File: config.mk
export PLATFORM = sky130hd
export DESIGN_NAME = mdio_reg_bridge
export DESIGN_NICKNAME = d
export VERILOG_FILES = /design/src/rtl/mdio_bridge_pkg.sv /design/src/rtl/mdio_bridge_decode.sv /design/src/rtl/mdio_bridge_wstage.sv /design/src/rtl/mdio_bridge_rsnap.sv /design/src/rtl/mdio_reg_bridge.sv
export SDC_FILE = /design/constraint.sdc
export NUM_CORES = 1
export LEC_CHECK = 0
export ABC_AREA = 1
export CAP_MARGIN = 0
export CORE_AREA = 2 2 103 105
export DETAILED_ROUTE_END_ITERATION = 16
export DIE_AREA = 0 0 105 107
export DONT_BUFFER_PORTS = 1
export SKIP_LAST_GASP = 1
export SLEW_MARGIN = 15
export SYNTH_ARGS = -nofsm -noshare
export SYNTH_HDL_FRONTEND = slang
export SYNTH_SLANG_ARGS = --single-unit
File: constraint.sdc
create_clock -name clk -period 2 [get_ports clk]
set_input_delay 0.4 -clock clk [delete_from_list [all_inputs] [get_ports clk]]
set_output_delay 0.4 -clock clk [all_outputs]
set_load 0.02 [all_outputs]
File: src/rtl/mdio_bridge_pkg.sv
package mdio_bridge_pkg;
  localparam int PHY_W  = 5;
  localparam int REG_W  = 5;
  localparam int HALF_W = 16;
  localparam int WORD_W = 2 * HALF_W;

  localparam logic [PHY_W-1:0] PAGE_PHY = 5'h1f;
  localparam logic [REG_W-1:0] PAGE_REG = 5'h10;
  localparam logic [PHY_W-1:0] MAP_BASE = 5'h10;
  localparam logic [HALF_W-1:0] MISS_DATA = 16'hFFFF;

  typedef enum logic [2:0] {
    ACC_NONE,
    ACC_PAGE,
    ACC_LO,
    ACC_HI,
    ACC_MISS
  } acc_kind_e;
endpackage

File: src/rtl/mdio_bridge_decode.sv
module mdio_bridge_decode
  import mdio_bridge_pkg::*;
#(
  parameter int PAGE_W = 9,
  parameter int SEL_W  = 3,
  localparam int IDX_W = PAGE_W + SEL_W + REG_W - 1
) (
  input  logic              req,
  input  logic [PHY_W-1:0]  phy,
  input  logic [REG_W-1:0]  regn,
  input  logic [PAGE_W-1:0] page,
  output acc_kind_e         kind,
  output logic [IDX_W-1:0]  idx
);
  // window check: upper PHY bits must equal those of the mapped base
  function automatic logic in_window(input logic [PHY_W-1:0] p);
    return p[PHY_W-1:SEL_W] == MAP_BASE[PHY_W-1:SEL_W];
  endfunction

  // word index built from page, PHY select bits and register pair number
  function automatic logic [IDX_W-1:0] fold_index(input logic [PAGE_W-1:0] pg,
                                                   input logic [PHY_W-1:0] p,
                                                   input logic [REG_W-1:0] r);
    return {pg, p[SEL_W-1:0], r[REG_W-1:1]};
  endfunction

  always_comb begin
    kind = ACC_NONE;
    if (req) begin
      if (phy == PAGE_PHY)      kind = (regn == PAGE_REG) ? ACC_PAGE : ACC_MISS;
      else if (in_window(phy))  kind = regn[0] ? ACC_HI : ACC_LO;
      else                      kind = ACC_MISS;
    end
  end

  assign idx = fold_index(page, phy, regn);
endmodule

File: src/rtl/mdio_bridge_wstage.sv
module mdio_bridge_wstage
  import mdio_bridge_pkg::*;
#(
  parameter int IDX_W = 16
) (
  input  logic              clk,
  input  logic              rst_n,
  input  acc_kind_e         kind,
  input  logic              we,
  input  logic [IDX_W-1:0]  idx,
  input  logic [HALF_W-1:0] wdata,
  output logic              commit,
  output logic [WORD_W-1:0] commit_data
);
  logic              stg_valid;
  logic [IDX_W-1:0]  stg_idx;
  logic [HALF_W-1:0] stg_hi;
  logic              wr_hi, wr_lo, stg_match;

  assign wr_hi     = we && (kind == ACC_HI);
  assign wr_lo     = we && (kind == ACC_LO);
  assign stg_match = stg_valid && (stg_idx == idx);

  assign commit      = wr_lo;
  assign commit_data = {stg_match ? stg_hi : '0, wdata};

  always_ff @(posedge clk or negedge rst_n) begin
    if (!rst_n) begin
      stg_valid <= 1'b0;
      stg_idx   <= '0;
      stg_hi    <= '0;
    end else if (wr_hi) begin
      stg_valid <= 1'b1;
      stg_idx   <= idx;
      stg_hi    <= wdata;
    end else if (wr_lo) begin
      stg_valid <= 1'b0;
    end
  end
endmodule

File: src/rtl/mdio_bridge_rsnap.sv
module mdio_bridge_rsnap
  import mdio_bridge_pkg::*;
#(
  parameter int IDX_W = 16
) (
  input  logic              clk,
  input  logic              rst_n,
  input  acc_kind_e         kind,
  input  logic              we,
  input  logic [IDX_W-1:0]  idx,
  input  logic [WORD_W-1:0] bus_rdata,
  output logic              fetch,
  output logic [HALF_W-1:0] half_out
);
  logic              snap_valid;
  logic [IDX_W-1:0]  snap_idx;
  logic [HALF_W-1:0] snap_hi;
  logic              rd_lo, rd_hi, snap_hit;

  assign rd_lo    = !we && (kind == ACC_LO);
  assign rd_hi    = !we && (kind == ACC_HI);
  assign snap_hit = snap_valid && (snap_idx == idx);
  assign fetch    = rd_lo || (rd_hi && !snap_hit);

  always_comb begin
    if (rd_lo)         half_out = bus_rdata[HALF_W-1:0];
    else if (snap_hit) half_out = snap_hi;
    else               half_out = bus_rdata[WORD_W-1:HALF_W];
  end

  always_ff @(posedge clk or negedge rst_n) begin
    if (!rst_n) begin
      snap_valid <= 1'b0;
      snap_idx   <= '0;
      snap_hi    <= '0;
    end else if (rd_lo) begin
      snap_valid <= 1'b1;
      snap_idx   <= idx;
      snap_hi    <= bus_rdata[WORD_W-1:HALF_W];
    end else if (rd_hi) begin
      snap_valid <= 1'b0;
    end
  end
endmodule

File: src/rtl/mdio_reg_bridge.sv
module mdio_reg_bridge
  import mdio_bridge_pkg::*;
#(
  parameter int PAGE_W = 9,
  parameter int SEL_W  = 3,
  localparam int IDX_W  = PAGE_W + SEL_W + REG_W - 1,
  localparam int ADDR_W = IDX_W + 2
) (
  input  logic              clk,
  input  logic              rst_n,
  input  logic              mii_req,
  input  logic              mii_we,
  input  logic [PHY_W-1:0]  mii_phy,
  input  logic [REG_W-1:0]  mii_reg,
  input  logic [HALF_W-1:0] mii_wdata,
  output logic [HALF_W-1:0] mii_rdata,
  output logic              mii_rd_valid,
  output logic              bus_req,
  output logic              bus_we,
  output logic [ADDR_W-1:0] bus_addr,
  output logic [WORD_W-1:0] bus_wdata,
  input  logic [WORD_W-1:0] bus_rdata
);
  acc_kind_e         kind;
  logic [IDX_W-1:0]  idx;
  logic [PAGE_W-1:0] page_q;
  logic              commit, fetch;
  logic [WORD_W-1:0] commit_data;
  logic [HALF_W-1:0] map_half;
  logic [HALF_W-1:0] rd_next;
  // named events for the checker
  logic              hit_map, hit_page;

  assign hit_map  = (kind == ACC_LO) || (kind == ACC_HI);
  assign hit_page = (kind == ACC_PAGE);

  mdio_bridge_decode #(.PAGE_W(PAGE_W), .SEL_W(SEL_W)) u_dec (
    .req(mii_req), .phy(mii_phy), .regn(mii_reg), .page(page_q),
    .kind(kind), .idx(idx)
  );

  mdio_bridge_wstage #(.IDX_W(IDX_W)) u_wst (
    .clk(clk), .rst_n(rst_n), .kind(kind), .we(mii_we), .idx(idx),
    .wdata(mii_wdata), .commit(commit), .commit_data(commit_data)
  );

  mdio_bridge_rsnap #(.IDX_W(IDX_W)) u_rsn (
    .clk(clk), .rst_n(rst_n), .kind(kind), .we(mii_we), .idx(idx),
    .bus_rdata(bus_rdata), .fetch(fetch), .half_out(map_half)
  );

  assign bus_req   = commit || fetch;
  assign bus_we    = commit;
  assign bus_addr  = {idx, 2'b00};
  assign bus_wdata = commit_data;

  always_ff @(posedge clk or negedge rst_n) begin
    if (!rst_n)                  page_q <= '0;
    else if (hit_page && mii_we) page_q <= mii_wdata[PAGE_W-1:0];
  end

  always_comb begin
    unique case (kind)
      ACC_PAGE:       rd_next = HALF_W'(page_q);
      ACC_LO, ACC_HI: rd_next = map_half;
      default:        rd_next = MISS_DATA;
    endcase
  end

  always_ff @(posedge clk or negedge rst_n) begin
    if (!rst_n) begin
      mii_rd_valid <= 1'b0;
      mii_rdata    <= '0;
    end else begin
      mii_rd_valid <= mii_req && !mii_we;
      if (mii_req && !mii_we) mii_rdata <= rd_next;
    end
  end
endmodule

==> impl_metrics.py <==
metrics = {
    "sta": {
        "timing.final.ws_setup_ns": -0.374,
        "drv_slew": 0,
        "fin_skew_ns": 0.00723,
        "setup-violations-final": 17,
        "min_period_over_period_pct": 119,
        "rsz0062_at_grt": "yes",
        "min_period_ns": 2.37,
        "tns_ns": -5.67,
        "whs_ns": -0.278,
        "clock.fmax_ghz": 0.421,
        "final_hold_viol_count": 92,
    },
    "route": {
        "viasPerCell": 5.15,
        "vias": 3842,
        "avgRoutedWirePerCell_um": 15.8,
        "remaining_drc_errors": 0,
        "first_iter_violations": 213,
        "dr.pass1.iters": 4,
        "postRouteWirelength_um": 11800,
        "postRouteAntennaNets": 0,
    },
    "critical_path": {
        "cp-start-kind": "register",
        "reg2reg_slack_ns": 0.11,
        "crit_fanout": 6,
        "cp.arrival_ns": 1.97,
        "critPathKind": "reg2out",
        "crit_path_end_kind": "output port",
        "worstSetupStartpoint": "page_q[3]$_DFFE_PN0P_",
        "r2r_start": "page_q[8]$_DFFE_PN0P_",
        "cp.required_ns": 1.60,
    },
    "synth": {
        "yosys.area.top_type": "dfrtp_1",
        "async_flop_share_pct": 100,
        "post_synth_main_area_contributors": "dfrtp_1, nand2_1, nor2_1",
        "syn_avg_cell_area_sq_um": 8.26,
        "ys_warn_count": 0,
        "synth_edf_count": 0,
        "synthFlopType": "dfrtp_1",
        "synth_cells": 599,
        "synth-seq-cells": 92,
        "synth_top_cell_area_share_pct": 46.5,
        "syn_area_sq_mm": 0.00495,
        "yosysUniqueCellTypes": 36,
        "synth_seq_area_share_pct": 46.5,
    },
    "global_route": {
        "grt-ovfl-total": 0,
        "grt_pass1_vias": 3828,
        "antenna_found_initial": 0,
        "grt_max_degree": 93,
        "globalRouteTotalUtil_pct": 22.0,
        "grt_pass1_wl_um": 19600,
    },
    "cells_and_area": {
        "layout_commonest_cell": "nand2_1",
        "final_nets": 667,
        "postLayoutCellArea_sq_mm": 0.00549,
        "drive_gt1_share_pct": 20.2,
        "fin_cells": 746,
        "n_antenna_cell": 0,
        "areaGrowthSynthToFinish_pct": 10.9,
        "final_cell_mix": "nand2_1, dfrtp_1, nor2_1",
    },
    "pwr": {
        "p_per_area_mw_per_mm2": 758,
        "p_leak_nw": 2.61,
        "max-vdd-ir-drop_uv": 322,
    },
    "cts": {
        "cts_made_buffers": 9,
        "cts_tree": "built",
        "cts_max_level": 3,
        "clk_path_buf_depth": 2,
        "cts_sinks": 92,
        "cts-root-buf": "clkbuf_8",
        "insertion_delay_ns": 0.36,
        "clk_transition_reported_paths_ns": 0.10,
    },
    "placement": {
        "dpl-instance-area_sq_mm": 0.00515,
        "gp_congestion": 0.809,
        "dpl.cell_count": 725,
        "io_buffers": 0,
        "post-dp-hpwl_um": 8480,
    },
    "hold_path": {
        "worstHoldPathType": "in2async",
    },
    "floorplanning": {
        "num_rows": 37,
        "start_util_pct": 49.0,
        "die-area_sq_mm": 0.0112,
        "io_pins": 131,
        "die_w_um": 105,
        "fp.dieH_um": 107,
        "coreArea_sq_mm": 0.0101,
    },
    "outcome": {
        "violations": "negative hold slack, negative setup slack",
        "outcome": "complete, but fails checks",
    },
    "run": {
        "cap_violations": 0,
    },
}
-- state kept, by name (all words and copies together) (netlist names) --
register	count
mii_rdata	16
u_wst.stg_idx	16
u_rsn.snap_valid	1
u_wst.stg_valid	1
page_q	9
mii_rd_valid	1
u_wst.stg_hi	16
u_rsn.snap_hi	16
u_rsn.snap_idx	16
-- synthesized netlist by cell type (2+ instances only) --
library cell and instances:
a21oi_2 3, o21ai_1 6, o21ai_0 54, clkbuf_1 6, buf_6 13, nor2_4 2
mux2_1 6, dfrtp_1 92, o2111ai_1 2, xor2_1 5, xnor2_1 2, buf_4 28
inv_2 11, mux2_4 10, nand3_1 19, nor2_1 85, a211oi_1 3, or2_2 3
nand2_2 6, nor3_1 2, nand4_1 19, a21oi_1 29, inv_1 49, nand2_1 132
-- final cells by class --
| class | count | area [sq um] |
|---|---|---|
| clock buffer | 10 | 138 |
| tap | 136 | 170 |
| inverter | 61 | 231 |
| timing repair buffer | 42 | 400 |
| sequential | 92 | 2300 |
| fill | 989 | 4600 |
| clock inverter | 6 | 71.3 |
| multi-input combinational | 399 | 2170 |
-- critical path, cell delays in order, from the launching register on --
cell and delay [ns]:
dfrtp_2 0.43, or2_4 0.26, a221oi_4 0.35, nand3_4 0.17
buf_12 0.17, nor2_1 0.08, buf_4 0.14
-- path summary, 6_finish.rpt --
kind,end,depth (start not counted)
max in group asynchronous,page_q[2]$_DFFE_PN0P_,0
setup reg to reg,mii_rdata[10]$_DFFE_PN0P_,14
min in group clk,u_rsn.snap_hi[3]$_DFFE_PN0P_,1
hold / removal,u_rsn.snap_hi[4]$_DFFE_PN0P_,0
hold reg to reg,u_wst.stg_hi[8]$_DFFE_PN0P_,2
setup / recovery,bus_wdata[17],6
-- stage by stage --
| step | util [%] | total power, mW | setup WS [ns] |
|---|---|---|---|
| 2_1_floorplan | - | 2.78 | 0.00132 |
| 3_3_place_gp | 51.0 | 2.83 | -0.145 |
| 3_5_place_dp | 51.0 | 2.86 | -0.191 |
| 4_1_cts | 54.2 | 4.19 | -0.415 |
| 5_1_grt | 54.4 | 4.36 | -0.521 |
| 6_report | 54.4 | 4.16 | -0.374 |
-- layer usage --
layer	vias to the layer above	part of all wire [%]	GRT usage, %
li1	1905	-	-
met1	1824	43	28.9
met2	102	50	36.9
met3	11	6.2	4.68
met4	0	1.0	6.57
met5	-	0	0
-- power breakdown --
part / internal [mW] / total [mW] / switching (mW)
combinational: 0.266 / 0.593 / 0.326
sequential: 2.07 / 2.25 / 0.175
clock: 0.621 / 1.32 / 0.699
total: 2.96 / 4.16 / 1.20
-- kinds of logic (layout without fill, tap and decap cells) --
group	Yosys count	in the layout	share of synthesized area [%]
AO/OA/AOI/OAI	99	99	10.7
XOR/XNOR	7	7	1.24
buffers and inverters	109	119	12.4
flip-flops	92	92	46.5
multiplexers	16	16	4.40
other	1	2	0.0758
AND/OR/NAND/NOR	275	275	24.7
-- timing repair --
item                       4_1_cts  5_1_grt
setup endpoints to repair       17       17
setup buffers                    3        1
pin swaps                        6        8
gates resized for setup         14        6
hold endpoints to repair        92       92
gates cloned                     1        0
Note: power is estimated with default switching activity, not from simulation.
